[src/rtl/rat_pkg.sv]
package rat_pkg;

    typedef enum logic [1:0] {
        STK_HOLD = 2'd0,
        STK_PUSH = 2'd1,
        STK_DROP = 2'd2
    } stk_op_e;

endpackage

[src/rtl/rat_wr_merge.sv]
module rat_wr_merge #(
    parameter int NUM_ARCH = 32,
    parameter int PW       = 7,
    parameter int NUM_WR   = 2,
    localparam int AW      = $clog2(NUM_ARCH),
    localparam int TW      = NUM_ARCH * PW
) (
    input  logic [TW-1:0]        map_in,
    input  logic [NUM_WR-1:0]    wr_en,
    input  logic [NUM_WR*AW-1:0] wr_arch,
    input  logic [NUM_WR*PW-1:0] wr_phys,
    output logic [TW-1:0]        map_out
);

    // Ports are applied in ascending order so the highest index wins.
    always_comb begin
        map_out = map_in;
        for (int p = 0; p < NUM_WR; p++) begin
            if (wr_en[p]) begin
                map_out[int'(wr_arch[p*AW +: AW])*PW +: PW] = wr_phys[p*PW +: PW];
            end
        end
    end

endmodule

[src/rtl/rat_ckpt_stack.sv]
module rat_ckpt_stack
    import rat_pkg::*;
#(
    parameter int DEPTH = 4,
    parameter int WIDTH = 224,
    localparam int IW   = (DEPTH > 1) ? $clog2(DEPTH) : 1,
    localparam int NW   = $clog2(DEPTH + 1)
) (
    input  logic             clk,
    input  logic             rst_n,
    input  stk_op_e          op,
    input  logic [NW-1:0]    drop_n,
    input  logic [WIDTH-1:0] push_data,
    input  logic [IW-1:0]    rd_idx,
    output logic [WIDTH-1:0] rd_data
);

    typedef struct packed {
        logic [DEPTH-1:0][WIDTH-1:0] slot;
    } stk_t;

    stk_t stk_d, stk_q;

    // Slot 0 is the youngest snapshot; push shifts toward the old end,
    // drop shifts toward the young end by drop_n places.
    always_comb begin
        stk_d = stk_q;
        unique case (op)
            STK_PUSH: begin
                stk_d.slot[0] = push_data;
                for (int j = 1; j < DEPTH; j++) begin
                    stk_d.slot[j] = stk_q.slot[j-1];
                end
            end
            STK_DROP: begin
                for (int j = 0; j < DEPTH; j++) begin
                    if (j + int'(drop_n) < DEPTH) begin
                        stk_d.slot[j] = stk_q.slot[j + int'(drop_n)];
                    end else begin
                        stk_d.slot[j] = '0;
                    end
                end
            end
            default: stk_d = stk_q;
        endcase
    end

    always_ff @(posedge clk) begin
        if (!rst_n) begin
            stk_q <= '0;
        end else begin
            stk_q <= stk_d;
        end
    end

    assign rd_data = stk_q.slot[rd_idx];

endmodule

[src/rtl/rat_ckpt_table.sv]
module rat_ckpt_table
    import rat_pkg::*;
#(
    parameter int NUM_ARCH = 32,
    parameter int PW       = 7,
    parameter int NUM_RD   = 2,
    parameter int NUM_WR   = 2,
    parameter int NUM_CKPT = 4,
    localparam int AW      = $clog2(NUM_ARCH),
    localparam int IW      = (NUM_CKPT > 1) ? $clog2(NUM_CKPT) : 1,
    localparam int CW      = $clog2(NUM_CKPT + 1)
) (
    input  logic                 clk,
    input  logic                 rst_n,
    input  logic [NUM_RD*AW-1:0] rd_arch,
    output logic [NUM_RD*PW-1:0] rd_phys,
    input  logic [NUM_WR-1:0]    wr_en,
    input  logic [NUM_WR*AW-1:0] wr_arch,
    input  logic [NUM_WR*PW-1:0] wr_phys,
    input  logic                 ckpt_take,
    input  logic                 ckpt_release,
    input  logic                 restore_en,
    input  logic [IW-1:0]        restore_idx,
    output logic                 ckpt_full,
    output logic [CW-1:0]        ckpt_count
);

    localparam int TW = NUM_ARCH * PW;

    typedef struct packed {
        logic [TW-1:0] map;
        logic [CW-1:0] cnt;
    } state_t;

    state_t        st_d, st_q;
    logic [TW-1:0] merged;
    logic [TW-1:0] snap;
    stk_op_e       stk_op;
    logic [CW-1:0] drop_n;

    function automatic logic [TW-1:0] ident_map();
        logic [TW-1:0] m;
        for (int i = 0; i < NUM_ARCH; i++) begin
            m[i*PW +: PW] = PW'(i);
        end
        return m;
    endfunction

    rat_wr_merge #(
        .NUM_ARCH(NUM_ARCH),
        .PW      (PW),
        .NUM_WR  (NUM_WR)
    ) i_merge (
        .map_in (st_q.map),
        .wr_en  (wr_en),
        .wr_arch(wr_arch),
        .wr_phys(wr_phys),
        .map_out(merged)
    );

    rat_ckpt_stack #(
        .DEPTH(NUM_CKPT),
        .WIDTH(TW)
    ) i_stack (
        .clk      (clk),
        .rst_n    (rst_n),
        .op       (stk_op),
        .drop_n   (drop_n),
        .push_data(merged),
        .rd_idx   (restore_idx),
        .rd_data  (snap)
    );

    always_comb begin
        logic restore_ok;
        logic take_ok;
        logic rel_ok;
        int   left;

        st_d       = st_q;
        stk_op     = STK_HOLD;
        drop_n     = '0;
        restore_ok = restore_en && (int'(restore_idx) < int'(st_q.cnt));
        take_ok    = ckpt_take && (int'(st_q.cnt) != NUM_CKPT);
        rel_ok     = ckpt_release && (st_q.cnt != '0);
        left       = int'(st_q.cnt);

        if (restore_ok) begin
            st_d.map = snap;
            stk_op   = STK_DROP;
            drop_n   = CW'(int'(restore_idx) + 1);
            left     = int'(st_q.cnt) - int'(restore_idx) - 1;
            if (ckpt_release && left > 0) begin
                left = left - 1;
            end
        end else begin
            st_d.map = merged;
            if (take_ok) begin
                stk_op = STK_PUSH;
                left   = left + 1;
            end
            if (rel_ok) begin
                left = left - 1;
            end
        end
        st_d.cnt = CW'(left);
    end

    always_ff @(posedge clk) begin
        if (!rst_n) begin
            st_q.map <= ident_map();
            st_q.cnt <= '0;
        end else begin
            st_q <= st_d;
        end
    end

    for (genvar r = 0; r < NUM_RD; r++) begin : g_rd
        assign rd_phys[r*PW +: PW] = st_q.map[int'(rd_arch[r*AW +: AW])*PW +: PW];
    end

    assign ckpt_count = st_q.cnt;
    assign ckpt_full  = (int'(st_q.cnt) == NUM_CKPT);

endmodule

[config.mk]
export PLATFORM = sky130hd
export DESIGN_NAME = rat_ckpt_table
export DESIGN_NICKNAME = d
export VERILOG_FILES = /design/src/rtl/rat_pkg.sv /design/src/rtl/rat_wr_merge.sv /design/src/rtl/rat_ckpt_stack.sv /design/src/rtl/rat_ckpt_table.sv
export SDC_FILE = /design/constraint.sdc
export NUM_CORES = 2
export LEC_CHECK = 0
export BUFFER_PORTS_ARGS = -buffer_cell sky130_fd_sc_hd__buf_2
export CAP_MARGIN = 20
export CORE_AREA = 2 2 386 388
export CTS_BUF_LIST = sky130_fd_sc_hd__clkbuf_8
export DETAILED_ROUTE_END_ITERATION = 7
export DIE_AREA = 0 0 388 390
export PLACE_DENSITY = 0.68
export SLEW_MARGIN = 20
export SYNTH_ARGS = -nofsm -noshare
export SYNTH_HDL_FRONTEND = slang
export SYNTH_SLANG_ARGS = --single-unit
export TNS_END_PERCENT = 30
[constraint.sdc]
create_clock -name clk -period 5.6 [get_ports clk]
set_input_delay 0.84 -clock clk [delete_from_list [all_inputs] [get_ports clk]]
set_output_delay 0.84 -clock clk [all_outputs]
set_load 0.02 [all_outputs]
Word level (Yosys, flattened, before mapping)
Index checks and enable logic that the tools add are counted.
{ "classes": {"n_eq_ne": 4, "n_reduce_logical": 6, "order_cmp": 11, "n_mux": 31, "n_addsub": 11, "shifts": 6, "multipliers": 4} }
{ "op_table": {"columns": ["op", "count"], "rows": [
  ["$mux W224", 15],
  ["$bmux W224 S2", 5],
  ["$pmux W896 S2", 1],
  ["$bwmux W224", 2],
  ["$shift A7 B33 Y224 const A", 2],
  ["$shiftx A224 B9 Y7", 2],
  ["$shiftx A7 B33 Y224", 2],
  ["$lt A32 B4 Y1 const B", 6],
  ["$neg A32 Y33", 2],
  ["$mul A5 B3 Y8 const B", 4],
  ["$mux W3", 6],
  ["$add A2 B3 Y4 const A", 2],
  ["$lt A3 B3 Y1 const B", 2],
  ["$sub A3 B2 Y3 const B", 2],
  ["$gt A5 B1 Y1 const B", 1],
  ["$sub A4 B2 Y5 const B", 1],
  ["$add A1 B3 Y4 const A", 1],
  ["$logic_and A1 B1 Y1", 4],
  ["$sub A3 B2 Y4", 1],
  ["$add A2 B1 Y3 const B", 1],
  ["$add A3 B1 Y3 const B", 1],
  ["$eq A3 B3 Y1 const B", 1],
  ["$lt A2 B3 Y1", 1],
  ["$lt A2 B3 Y1 const B", 1],
  ["7 further kinds", 7]
]} }
{ "totals": {"out_inout_bits": 18, "inputBits": 43, "wordCells": 79, "register_bits": 1123} }

Depth between registers and ports, before layout
{ "logic_depth": {"word_depth": 9, "mapped_depth": 22, "ltp_nobuf": 16} }

Cells and area by module
From an unflattened synthesis, not the netlist that was laid out.
{ "hier_totals": {"cells_unflattened": 7854, "area_unflattened_um2": 79278.5} }
{ "modules_own_cells": {"columns": ["mod", "seq_area_each_um2", "area_per_inst_um2", "cells_each", "instances"], "rows": [
  ["rat_ckpt_stack", 17937.2, 61290.0, 5691, 1],
  ["rat_ckpt_table", 4544.4, 11613.6, 1227, 1],
  ["rat_wr_merge", 0.0, 6374.9, 936, 1]
]} }

Worst setup path before layout
OpenSTA, ideal clock, no wires.
{ "synth_timing": {"kind": "in2reg", "startpoint": "input port restore_idx[1]", "endpoint": "register i_stack.stk_q[875] (netlist bit)", "required_ps": 5481, "setup_slack_ps": 674, "path_buffers": 8, "t_arrival_ps": 4807, "cell_stages": 17, "setup_time_ps": 119, "cell_sequence": "clkbuf_1 > clkbuf_1 > clkbuf_1 > inv_1 > ha_1 > and3b_1 > nor2_1 > clkbuf_1 > nand2_1 > clkbuf_1 > ha_1 > clkbuf_1 > clkbuf_1 > clkbuf_1 > mux4_2 > nand2_1 > a21oi_1"} }
{ "synth_between": {"elab_chain_cells": 9, "word_cells_on_any_way": 15, "cone_classes": "2 x add/sub; 2 x order compare; 2 x eq/ne; 7 x mux; 2 x reduce/logical"} }
{ "synth_rtl": {"columns": ["element", "line_no", "rtl"], "rows": [
  ["start: declaration", "rat_ckpt_table.sv:23", "input logic [IW-1:0] restore_idx,"],
  ["parallel branches: the longest is 9 deep, another holds $lt A32 B4 Y1", null, null],
  ["end signal: assignment", "rat_ckpt_stack.sv:52", "stk_q <= stk_d;"],
  ["end: declaration", "rat_ckpt_stack.sv:22", "stk_t stk_d, stk_q;"]
]} }
Several ways; the timed one is not identified. The select of a mux whose other input is x is not followed.
A chain may end at the register's enable or synchronous reset.

Worst setup path in the final report
{ "layout_timing": {"startpoint": "input port rd_arch[5]", "endpoint": "output port rd_phys[11]"} }
{ "layout_between": {"elab_chain_cells": 2} }
{ "layout_rtl": {"columns": ["element", "line_no", "rtl"], "rows": [
  ["start: declaration", "rat_ckpt_table.sv:15", "input logic [NUM_RD*AW-1:0] rd_arch,"],
  ["$mul A5 B3 Y8", "rat_ckpt_table.sv:119", "assign rd_phys[r*PW +: PW] = st_q.map[int'(rd_arch[r*AW +: AW])*PW +: PW];"],
  ["$shiftx A224 B9 Y7", "rat_ckpt_table.sv:119", null],
  ["end: declaration", "rat_ckpt_table.sv:16", "output logic [NUM_RD*PW-1:0] rd_phys,"]
]} }
No other way between the ends.

==> results.json <==
{
  "status": "finished with violations",
  "violations": "design-rule violations",
  "synthesis.area_mm2": 0.07757,
  "path_class": "input port to output port",
  "skew_ns": 0.07345,
  "tightest_slew_ns": 1.265,
  "dp_hpwl_mm": 191.0,
  "relSlewSlack_pct": 15.27,
  "first_global_vias": 68790,
  "instances_no_fill": 9979,
  "vias": 75700,
  "ys_warn_count": 0,
  "rrSetupSlack_ns": 1.49,
  "grt-ovfl-total": 0,
  "cp_data_required_time_ns": 4.76,
  "synth_top_area_share_pct": 28.98,
  "synth_area_per_cell_um2": 9.308,
  "rr_endpoint": "i_stack.stk_q[326]$_SDFFE_PN0P_",
  "drive_gt1_share_pct": 19.39,
  "whs_ns": 0.2785,
  "synth_edf_count": 0,
  "clk_path_buf_depth": 3,
  "ys.flop_type": "dfxtp_1",
  "reg2reg_from": "ckpt_count[0]$_SDFF_PN0_",
  "cts_tree": "yes",
  "clock-sinks": 1123,
  "leakage_nw": 29.29,
  "core_area_mm2": 0.1471,
  "power_mw": 37.57,
  "cap_violations": 0,
  "start_kind": "input port",
  "path_clk_slew_ns": 0.06,
  "post-route-period-util_pct": 76.46,
  "synth_common_cells": "o21ai_0, dfxtp_1, mux4_2, nand2_1, a21oi_1",
  "async_flop_share_pct": 0,
  "grt_pass1_wl_mm": 459.7,
  "start_util_pct": 52.72,
  "place_inst": 9582,
  "hold_path.class": "input port to flip-flop",
  "fin_ws_ns": 1.318,
  "startpoint": "rd_arch[5]",
  "die_height_um": 390,
  "maxSlewViolCount": 0,
  "dieArea_mm2": 0.1513,
  "numCtsBuffers": 196,
  "seq_area_frac_synth_pct": 28.98,
  "wl_per_cell_um": 31.03,
  "design_area_mm2": 0.08340,
  "setup_viol": 0,
  "synth_most_common_cell": "o21ai_0",
  "ios": 61,
  "num_rows": 141,
  "fmax_mhz": 233.6,
  "grt_max_degree": 228,
  "syn_nets": 8394,
  "synth-seq-cells": 1123,
  "grtUsageTotal_pct": 39.52,
  "power_density_mw_per_mm2": 450.5,
  "port_buffers": 60,
  "multi_input_area_mm2": 0.05139,
  "syn2layout_area_growth_pct": 7.520,
  "drc_errors": 3,
  "drt_pass1_iterations": 8,
  "netlist_instances": 8333,
  "place_congestion": 1.116,
  "final_net_count": 7911,
  "h-tree-depth": 4,
  "fin_setup_tns_ns": 0,
  "crit_fanout": 29,
  "fin_util_pct": 56.68,
  "final-hold-violation-count": 0,
  "endpoint": "rd_phys[11]",
  "post_cts_buffers": 0,
  "viasPerCell": 7.586,
  "place_ws_ns": 0.9153,
  "ys_top_cells_by_area": "dfxtp_1, mux4_2, o21ai_0",
  "seq_area_mm2": 0.02248,
  "critical_path_arrival_ns": 3.44,
  "grt_setup_unrepaired": "false",
  "ir_drop_mv": 0.2895,
  "insertion_delay_ns": 1.00,
  "synth_top_area_cell": "dfxtp_1",
  "fillers": 12710,
  "rr_worst_depth": 18,
  "cts_resized": 0,
  "postCtsHoldBufs": 0,
  "antenna_found_initial": 40,
  "cts-root-buf": "clkbuf_8",
  "wl_mm": 309.7,
  "ys_types": 84,
  "fp.dieW_um": 388,
  "period_needed_ns": 4.282,
  "worst_setup_path_end_kind": "output port",
  "place_area_mm2": 0.07904,
  "drtAntennaViolNets": 0,
  "drt_iter0_drc": 11810
}
worst min path at each step:
stage / from / to / slack, ns / cells past startpoint
floorplan: i_stack.stk_q[34]$_SDFFE_PN0P_ / i_stack.stk_q[34]$_SDFFE_PN0P_ / 0.50 / 2
global placement: i_stack.stk_q[34]$_SDFFE_PN0P_ / i_stack.stk_q[34]$_SDFFE_PN0P_ / 0.53 / 2
detailed placement: i_stack.stk_q[34]$_SDFFE_PN0P_ / i_stack.stk_q[34]$_SDFFE_PN0P_ / 0.54 / 2
CTS: ckpt_release / ckpt_count[0]$_SDFF_PN0_ / 0.23 / 4
global route: ckpt_release / ckpt_count[0]$_SDFF_PN0_ / 0.29 / 4
finish: ckpt_release / ckpt_count[0]$_SDFF_PN0_ / 0.28 / 4
placed cells by master (no fill, tap or decap), types with 34 or more instances in the layout:
cell type,synthesis,layout
a211o_1,91,91
a211oi_1,88,88
a21boi_0,70,70
a21oi_1,805,805
a221oi_1,126,126
a31oi_1,74,72
and2_1,58,58
and3_1,47,47
buf_12,0,51
buf_2,117,56
buf_4,5,176
clkbuf_8,0,271
dfxtp_1,1123,1123
diode_2,0,34
inv_1,16,74
mux2_2,39,39
mux2i_1,498,498
mux4_2,812,812
nand2_1,807,804
nand3_1,186,185
nor2_1,96,91
nor2b_1,43,43
o211a_1,228,228
o211ai_1,62,62
o21ai_0,1690,1689
o221a_2,46,46
cell families (layout without fill, tap and decap cells):
logic type,after synthesis,count (layout),share of synthesized area (%)
fa+ha+maj,18,18,0.3000
compound gates,3454,3454,26.82
flops,1123,1123,28.98
buf+inv,986,668,5.013
xor+xnor,16,16,0.1807
simple gates,1383,1383,8.053
mux,1353,1353,30.65
other cells,0,34,0
final cells by class:
cell class,count,share of cell area (%)
Multi-Input combinational cell,6224,61.62
Antenna cell,34,0.1020
Clock inverter,92,0.6451
Timing Repair Buffer,287,3.212
Inverter,18,0.09302
Sequential cell,1123,26.96
Clock buffer,271,4.472
Tap cell,1930,2.896
per-layer routing:
layer / GRT usage, % / vias up / routed length, µm
met5: 0.3828 / - / 375
met1: 52.45 / 37110 / 113300
met2: 55.16 / 5838 / 128600
met4: 22.49 / 50 / 20860
met3: 14.70 / 1305 / 46510
li1: - / 31400 / -
critical path: stages:
cell and delay, ns:
buf_4 0.51, buf_4 0.34, mux4_2 0.63, mux4_2 0.56, mux2_2 0.34, buf_2 0.18
power breakdown:
group / switching [mW] / internal (mW)
sequential: 3.16 / 10.1
combinational: 9.04 / 6.92
clock: 3.87 / 4.44
total: 16.1 / 21.5
flip-flops by register name, summed over array words and instances (netlist names):
register       flops
ckpt_count         3
i_stack.stk_q    896
st_q             224
(Power assumes the default switching activity.)
